## src/rtl/lqr_pkg.sv

```systemverilog
package lqr_pkg;

    parameter int CUR_W  = 16;              // Q1.15 sample and command width
    parameter int FRAC   = 15;              // fractional bits of samples and gains
    parameter int GAIN_W = 16;              // Q1.15 gain width
    parameter int NSENSE = 2;               // sensed states (capacitor voltage gain is zero)

    localparam int ERR_W  = CUR_W + 1;
    localparam int PROD_W = ERR_W + GAIN_W;
    localparam int ACC_W  = PROD_W + $clog2(NSENSE) + 1;

    // sensed-state slots, in state-vector order with the capacitor state skipped
    localparam int SL_GRID = 0;
    localparam int SL_INV  = 1;

    typedef logic signed [CUR_W-1:0]  cur_t;
    typedef logic signed [ERR_W-1:0]  err_t;
    typedef logic signed [PROD_W-1:0] prod_t;
    typedef logic signed [ACC_W-1:0]  acc_t;

    typedef struct packed {
        logic                           vld;
        logic [NSENSE-1:0][ERR_W-1:0]   e;
    } err_bus_t;

    typedef struct packed {
        logic                           vld;
        logic [NSENSE-1:0][PROD_W-1:0]  p;
    } prod_bus_t;

    localparam acc_t SAT_HI = acc_t'((64'sd1 <<< (CUR_W-1)) - 1);
    localparam acc_t SAT_LO = -SAT_HI - acc_t'(1);
    localparam acc_t HALF   = acc_t'(64'sd1 <<< (FRAC-1));

    // round half up, then clamp into the command range
    function automatic cur_t round_sat(input acc_t a);
        acc_t t;
        t = (a + HALF) >>> FRAC;
        if (t > SAT_HI)      return cur_t'(SAT_HI);
        else if (t < SAT_LO) return cur_t'(SAT_LO);
        else                 return cur_t'(t);
    endfunction

endpackage

```

## src/rtl/lqr_err_stage.sv

```systemverilog
module lqr_err_stage
    import lqr_pkg::*;
(
    input  logic                 clk,
    input  logic                 rst,
    input  logic                 en,
    input  logic                 start,
    input  logic [NSENSE-1:0][CUR_W-1:0] ref_v,
    input  logic [NSENSE-1:0][CUR_W-1:0] meas_v,
    output err_bus_t             err_q
);

    always_ff @(posedge clk) begin
        if (rst || !en) err_q.vld <= 1'b0;
        else            err_q.vld <= start;
    end

    for (genvar s = 0; s < NSENSE; s++) begin : g_err
        err_t diff;
        assign diff = err_t'($signed(ref_v[s])) - err_t'($signed(meas_v[s]));
        always_ff @(posedge clk) begin
            if (rst)                err_q.e[s] <= '0;
            else if (en && start)   err_q.e[s] <= diff;
        end
    end

endmodule

```

## src/rtl/lqr_mac.sv

```systemverilog
module lqr_mac
    import lqr_pkg::*;
(
    input  logic                               clk,
    input  logic                               rst,
    input  logic                               en,
    input  logic [NSENSE-1:0][GAIN_W-1:0]      gains,
    input  err_bus_t                           err_d,
    output prod_bus_t                          prod_q
);

    always_ff @(posedge clk) begin
        if (rst || !en) prod_q.vld <= 1'b0;
        else            prod_q.vld <= err_d.vld;
    end

    for (genvar s = 0; s < NSENSE; s++) begin : g_mul
        prod_t pr;
        assign pr = prod_t'($signed(err_d.e[s])) * prod_t'($signed(gains[s]));
        always_ff @(posedge clk) begin
            if (rst)                   prod_q.p[s] <= '0;
            else if (en && err_d.vld)  prod_q.p[s] <= pr;
        end
    end

endmodule

```

## src/rtl/lqr_out_stage.sv

```systemverilog
module lqr_out_stage
    import lqr_pkg::*;
(
    input  logic       clk,
    input  logic       rst,
    input  logic       en,
    input  prod_bus_t  prod_d,
    output cur_t       cmd_q,
    output logic       vld_q
);

    acc_t sum;
    cur_t sat;

    always_comb begin
        sum = '0;
        for (int s = 0; s < NSENSE; s++)
            sum = sum + acc_t'($signed(prod_d.p[s]));
        sat = round_sat(sum);
    end

    always_ff @(posedge clk) begin
        if (rst || !en) begin
            cmd_q <= '0;
            vld_q <= 1'b0;
        end else begin
            vld_q <= prod_d.vld;
            if (prod_d.vld) cmd_q <= sat;
        end
    end

    // a sum beyond the range lands on the matching rail
    p_clamp_r4: assert property (@(posedge clk) disable iff (rst)
        (en && prod_d.vld && ((sum + HALF) >>> FRAC) > SAT_HI) |=> (cmd_q == cur_t'(SAT_HI)));

endmodule

```

## src/rtl/lqr_current_reg.sv

```systemverilog
module lqr_current_reg
    import lqr_pkg::*;
#(
    parameter int K_GRID = 20277,   // 0.6188 in Q1.15
    parameter int K_INV  = 3044     // 0.0929 in Q1.15
) (
    input  logic                    clk,
    input  logic                    rst,
    input  logic                    en,
    input  logic                    start,
    input  logic signed [CUR_W-1:0] i_grid_ref,
    input  logic signed [CUR_W-1:0] i_grid_meas,
    input  logic signed [CUR_W-1:0] i_inv_ref,
    input  logic signed [CUR_W-1:0] i_inv_meas,
    output logic signed [CUR_W-1:0] cmd,
    output logic                    cmd_valid
);

    logic [NSENSE-1:0][CUR_W-1:0]  ref_v, meas_v;
    logic [NSENSE-1:0][GAIN_W-1:0] gains;
    err_bus_t  err_b;
    prod_bus_t prod_b;
    cur_t      cmd_i;

    assign ref_v[SL_GRID]  = i_grid_ref;
    assign ref_v[SL_INV]   = i_inv_ref;
    assign meas_v[SL_GRID] = i_grid_meas;
    assign meas_v[SL_INV]  = i_inv_meas;
    assign gains[SL_GRID]  = GAIN_W'(K_GRID);
    assign gains[SL_INV]   = GAIN_W'(K_INV);

    lqr_err_stage u_err (
        .clk(clk), .rst(rst), .en(en), .start(start),
        .ref_v(ref_v), .meas_v(meas_v), .err_q(err_b)
    );

    lqr_mac u_mac (
        .clk(clk), .rst(rst), .en(en), .gains(gains),
        .err_d(err_b), .prod_q(prod_b)
    );

    lqr_out_stage u_out (
        .clk(clk), .rst(rst), .en(en), .prod_d(prod_b),
        .cmd_q(cmd_i), .vld_q(cmd_valid)
    );

    assign cmd = cmd_i;

    // a valid pulse only follows an accepted start three cycles back
    p_latency_r6: assert property (@(posedge clk) disable iff (rst)
        cmd_valid |-> ($past(start, 3) && $past(en, 3)));

    // a low enable clears the outputs at the next edge
    p_off_r7: assert property (@(posedge clk) disable iff (rst)
        !en |=> (cmd == '0 && !cmd_valid));

    // the command holds between updates
    p_hold_r8: assert property (@(posedge clk) disable iff (rst)
        (!cmd_valid && en && $past(en) && !$past(rst)) |-> $stable(cmd));

    // matching references and measurements give a zero command
    p_zero_r9: assert property (@(posedge clk) disable iff (rst)
        (cmd_valid && $past(start && i_grid_ref == i_grid_meas
                                  && i_inv_ref == i_inv_meas, 3)) |-> (cmd == '0));

endmodule

```

## config.mk

```make
export PLATFORM = sky130hd
export DESIGN_NAME = lqr_current_reg
export DESIGN_NICKNAME = d
export VERILOG_FILES = /design/src/rtl/lqr_pkg.sv /design/src/rtl/lqr_err_stage.sv /design/src/rtl/lqr_mac.sv /design/src/rtl/lqr_out_stage.sv /design/src/rtl/lqr_current_reg.sv
export SDC_FILE = /design/constraint.sdc
export NUM_CORES = 1
export LEC_CHECK = 0
export BUFFER_PORTS_ARGS = -buffer_cell sky130_fd_sc_hd__buf_2
export CAP_MARGIN = 20
export CORE_ASPECT_RATIO = 1.1
export CORE_UTILIZATION = 54
export CTS_CLUSTER_SIZE = 25
export DETAILED_ROUTE_END_ITERATION = 10
export GPL_ROUTABILITY_DRIVEN = 0
export PLACE_DENSITY = 0.79
export SYNTH_ARGS = -nofsm -noshare
export SYNTH_HDL_FRONTEND = slang
export SYNTH_HIERARCHICAL = 1
export SYNTH_SLANG_ARGS = --single-unit
```

## constraint.sdc

```tcl
create_clock -name clk -period 6.3 [get_ports clk]
set_input_delay 0.315 -clock clk [delete_from_list [all_inputs] [get_ports clk]]
set_output_delay 0.315 -clock clk [all_outputs]
set_load 0.005 [all_outputs]
```

* Word-level counts from Yosys, hierarchy flattened
Index checks and enable logic that the tools add are counted.
** Storage, ports and cells
- Flip-flop bits (word level) :: 114
- Output and inout port bits :: 17
- Input bits :: 68
- Logic and storage cells :: 22
** Operators by class
- Reduce and logical (&&, ||, !) cells :: 4
- Multiply operators :: 2
- Add/subtract/negate cells :: 4
- Muxes and demuxes :: 2
- $lt $le $gt $ge :: 2
** Operators with widths (number)
- 34-bit by 16-bit adder with 35-bit output (second input constant) :: 1
- 33-bit by 30-bit adder with 34-bit output :: 1
- 16-bit by 16-bit subtractor with 17-bit output :: 2
- 17-bit by 16-bit multiplier with 33-bit output (second input constant) :: 1
- 16-bit 2-to-1 mux :: 2
- 17-bit by 11-bit multiplier with 28-bit output (second input constant) :: 1
- 20-bit by 16-bit > comparator with 1-bit output (second input constant) :: 1
- 20-bit by 16-bit less-than comparator with 1-bit output (second input constant) :: 1
- 1-bit logical AND :: 2
- 1-bit logical NOT :: 1
- 1-bit logical OR :: 1

* Logic depth before layout (Yosys ltp)
- Depth in word-level cells :: 5
- Mapped depth :: 24
- Mapped depth without buffers :: 21

* Cells and area by module
Netlist, hierarchy kept.
** Modules (own cells, without submodules)
- lqr_mac :: times used 1, area each 22828.1 um2, cells each 2525
- lqr_err_stage :: times used 1, area each 2723.9 um2, cells each 342
- lqr_out_stage :: times used 1, area each 2507.4 um2, cells each 290
- lqr_current_reg :: times used 1, area each 7.5 um2, cells each 2

* Least setup slack after synthesis
OpenSTA, ideal clock, no wires.
- Kind :: reg2reg
- Start point :: register u_err/err_q[24] (netlist bit)
- End point :: register u_mac/prod_q[54] (netlist bit)
- Path buffers :: 2
- Arrival time :: 5.878 ns
- Clock period less this slack :: 6.000 ns
- Path slack :: 0.300 ns
- Cell stages (with the launch flop) :: 24
- Data required time :: 6.178 ns
- Cell sequence :: dfxtp_1 > clkbuf_1 > nand2_1 > fa_1 > inv_1 > fa_1 > inv_1 > fa_1 > inv_1 > fa_1 > fa_1 > inv_1 > fa_1 > inv_1 > ha_1 > clkbuf_1 > a2111oi_0 > o21ai_0 > a221oi_1 > o41a_1 > o21bai_1 > a21oi_1 > nor4_1 > a311o_1
** On the way
- Longest elaborated chain between the ends :: 1
** RTL lines
- start: declaration :: RTL line lqr_err_stage.sv:10 : output err_bus_t err_q
- 17-bit by 11-bit multiplier with 28-bit output :: RTL line lqr_mac.sv:19 : assign pr = prod_t'($signed(err_d.e[s])) * prod_t'($signed(gains[s]));
- end: declaration :: RTL line lqr_mac.sv:9 : output prod_bus_t prod_q
Every way passes these cells.
A chain may end at the register's enable or synchronous reset.

* Worst setup path in the final report
- Start point :: register u_err/err_q[7] (netlist bit)
- End point :: register u_mac/prod_q[26] (netlist bit)
** On the way
- Longest elaborated chain between the ends :: 1
** RTL lines (RTL line)
- 17-bit by 16-bit multiplier with 33-bit output :: lqr_mac.sv:19
Every way passes these cells.

==> flow_metrics.env <==
export IMPL_antenna_found_initial=1
export IMPL_synth_cell_types=96
export IMPL_cp_arrival_ns=6.49
export IMPL_final_cell_mix="inv_1, fa_1, nand2_1, and2_1, ha_1"
export IMPL_die_w_um=219.4
export IMPL_holdWs_ns=0.2218
export IMPL_layout_nets=4305
export IMPL_critPathMaxStageDelay_ns=0.54
export IMPL_drt_iter0_drc=1225
export IMPL_critical_path_top_delay_family="adder cells"
export IMPL_cts_max_level=4
export IMPL_chipHeight_um=241.1
export IMPL_netlist_area_um2=28070
export IMPL_ys_seq_elements=119
export IMPL_critPathRequiredTime_ns=6.64
export IMPL_crit_start="u_err/err_q[7]$_SDFFE_PP0P_"
export IMPL_clk_pin_slew_ns=0.06
export IMPL_yosys_warnings=6
export IMPL_drcViolationCount=0
export IMPL_slew_violations=0
export IMPL_coreArea_um2=51270
export IMPL_cp_slowest_cell="fa_1"
export IMPL_end_kind="flip-flop"
export IMPL_routed_wl_mm=66.56
export IMPL_dieArea_um2=52890
export IMPL_syn_inst=3159
export IMPL_status="complete, no violations"
export IMPL_io_buffers=84
export IMPL_swShare=0.4975
export IMPL_final_core_util=0.6019
export IMPL_synthTopCellsByArea="fa_1, ha_1, inv_1, dfxtp_1, and2_1"
export IMPL_cts_sinks=119
export IMPL_critPathKind="reg -> reg"
export IMPL_grt_max_degree=73
export IMPL_clock_latency_ns=0.46
export IMPL_reg2regPathDepth=18
export IMPL_synth_avg_cell_area_um2=8.885
export IMPL_dp_slack_ns=0.1253
export IMPL_seqPwrFrac=0.115
export IMPL_r2r_end="u_mac/prod_q[26]$_SDFFE_PP0P_"
export IMPL_skew_ns=0.02280
export IMPL_start_kind="flip-flop"
export IMPL_design_portCount=85
export IMPL_crit_chain="and2_1 -> fa_1 -> inv_1 -> fa_1 -> fa_1 -> fa_1 -> inv_1 -> fa_1 -> fa_1 -> ha_1 -> a211oi_2 -> nor2_1 -> o41ai_2 -> o221ai_2 -> o31a_4 -> a211o_1 -> xor2_1 -> a22o_1"
export IMPL_cell_internal_pwr_mw=3.989
export IMPL_fmax_ghz=0.1628
export IMPL_fin_crit_ns=6.143
export IMPL_ir_drop_v=0.0002733
export IMPL_timing_rr_start="u_err/err_q[7]$_SDFFE_PP0P_"
export IMPL_grt_pass1_wl_mm=111.6
export IMPL_synth_edf_count=0
export IMPL_slew_headroom=0.3420
export IMPL_final_common_cell="inv_1"
export IMPL_cpMostUsedCell="fa_1"
export IMPL_power_frac_clock=0.142
export IMPL_ys_seq_area_frac=0.08488
export IMPL_initial_core_util=0.5474
export IMPL_dr_pass1_iters=5
export IMPL_gr_total_overflow=0
export IMPL_crit_end="u_mac/prod_q[26]$_SDFFE_PP0P_"
export IMPL_critPathBufInv=2
export IMPL_cellPowerDensity_nw_per_um2=257.2
export IMPL_tightestPinTransition_ns=0.9834
export IMPL_grt_use_total=0.2678
export IMPL_comb_power_share=0.743
export IMPL_cts_tree="yes"
export IMPL_worstPathMaxFanout=10
export IMPL_yosys_area_top_type="fa_1"
export IMPL_ys_flop_type="dfxtp_1"
export IMPL_vias=21582
export IMPL_leakagePower_nw=16.15
export IMPL_cp_depth=18
export IMPL_clk_root_buffer_cell="clkbuf_16"
export IMPL_setup_violations=0
export IMPL_final_hold_viol_count=0
export IMPL_yosysTopAreaCellShare=0.3951
export IMPL_tns_ns=0
export IMPL_dp_hpwl_mm=55.74
export IMPL_async_reset_ff_frac=0
export IMPL_rrSetupSlack_ns=0.16
export IMPL_antenna_left=0
export IMPL_fin_ws_ns=0.1567
export IMPL_wire_per_inst_um=16.24
export IMPL_final_layout_size_suffix_gt1_frac=0.07665
export IMPL_clk_path_buf_depth=2
export IMPL_drv_cap=0
export IMPL_area_growth_syn_to_layout_pct=9.954
export IMPL_viasPerCell=5.265
export IMPL_cts_buffers_inserted=17
export IMPL_ctsHoldBuffers=0
export IMPL_p_switching_mw=3.950
export IMPL_grt_pass1_vias=22786
export IMPL_holdCritPathClass="in -> reg"
export IMPL_std_cell_rows=87
export IMPL_period_share=0.9751
metal layers:
metal  GRT usage  part of all wire  wire, um
met4      0.1027             0.037      2447
met3     0.04423             0.060      4011
met1      0.3351              0.41     27330
met2      0.4625              0.49     32770
met5           0                 0         0
cell type report:
cell class	count	area [um2]
fillers	4323	20410
multi-input cells	2481	23610
flip-flops and latches	119	2409
clock inverters	11	196.4
inverters	651	2444
well taps	667	834.6
repair buffers	149	912.1
diodes	1	2.502
clock buffers	20	456.7
flip-flops by register name, summed over array words and instances (netlist names):
register and flops:
u_out/vld_q 1, u_err/err_q 35, u_mac/prod_q 67, u_out/cmd_q 16
Yosys cell counts (16+ instances only):
master    instances
and2_1          265
nor2b_1          19
a21o_1           37
o21ai_0          77
nand2b_1         18
inv_1           650
a211oi_1         28
ha_1            264
and3_1           16
o21a_1           17
nand2_1         409
fa_1            554
nor3_1           22
nand3_1          25
clkbuf_1        103
xnor2_1          58
a21oi_1         129
nor2_1           92
dfxtp_1         119
xor2_1           35
power groups by stage:
stage	sequential [mW]	combinational [mW]	clock, mW
final	0.911	5.90	1.13
after global routing	0.919	6.72	1.17
after CTS	0.908	5.75	1.13
after detailed placement	0.924	5.68	0
after global placement	0.922	5.53	0
after floorplan	0.871	4.42	0
tightest hold or removal path: stages:
cell      delay (ns)
buf_2           0.08
ha_1            0.15
a211oi_1        0.08
kinds of logic (layout without fill, tap and decap cells):
| logic type | after synthesis | after routing | synth area share |
|---|---|---|---|
| XOR/XNOR | 93 | 93 | 0.02902 |
| AND/OR/NAND/NOR | 922 | 922 | 0.1613 |
| buffers and inverters | 765 | 831 | 0.1038 |
| adder cells (fa/ha/maj) | 818 | 818 | 0.5128 |
| AO/OA/AOI/OAI | 436 | 436 | 0.1064 |
| other | 2 | 209 | 0.0002676 |
| flip-flops | 119 | 119 | 0.08488 |
| multiplexers | 4 | 4 | 0.001471 |
how the worst min path moves through the flow:
stage | from | endpoint | depth (start not counted)
finish | i_grid_meas[0] | u_err/err_q[0]$_SDFFE_PP0P_ | 3
global route | i_inv_meas[0] | u_err/err_q[17]$_SDFFE_PP0P_ | 3
CTS | i_grid_meas[0] | u_err/err_q[0]$_SDFFE_PP0P_ | 3
detailed placement | u_mac/prod_q[56]$_SDFFE_PP0P_ | u_mac/prod_q[56]$_SDFFE_PP0P_ | 2
global placement | u_mac/prod_q[56]$_SDFFE_PP0P_ | u_mac/prod_q[56]$_SDFFE_PP0P_ | 2
floorplan | u_mac/prod_q[53]$_SDFFE_PP0P_ | u_mac/prod_q[53]$_SDFFE_PP0P_ | 2
stage by stage:
stage               cell area (um2)  cells  total power [mW]
floorplan                     28840   3365             5.291
global placement              30100   4065             6.453
detailed placement            30110   4066             6.607
CTS                           30770   4097             7.790
global route                  30860   4098             8.814
finish                        30860   4099             7.938
what timing repair did:
item / in CTS / in global routing
setup buffers: 0 / 1
endpoints found under the setup margin: 0 / 21
resized for setup: 0 / 33
(Power assumes the default switching activity.)
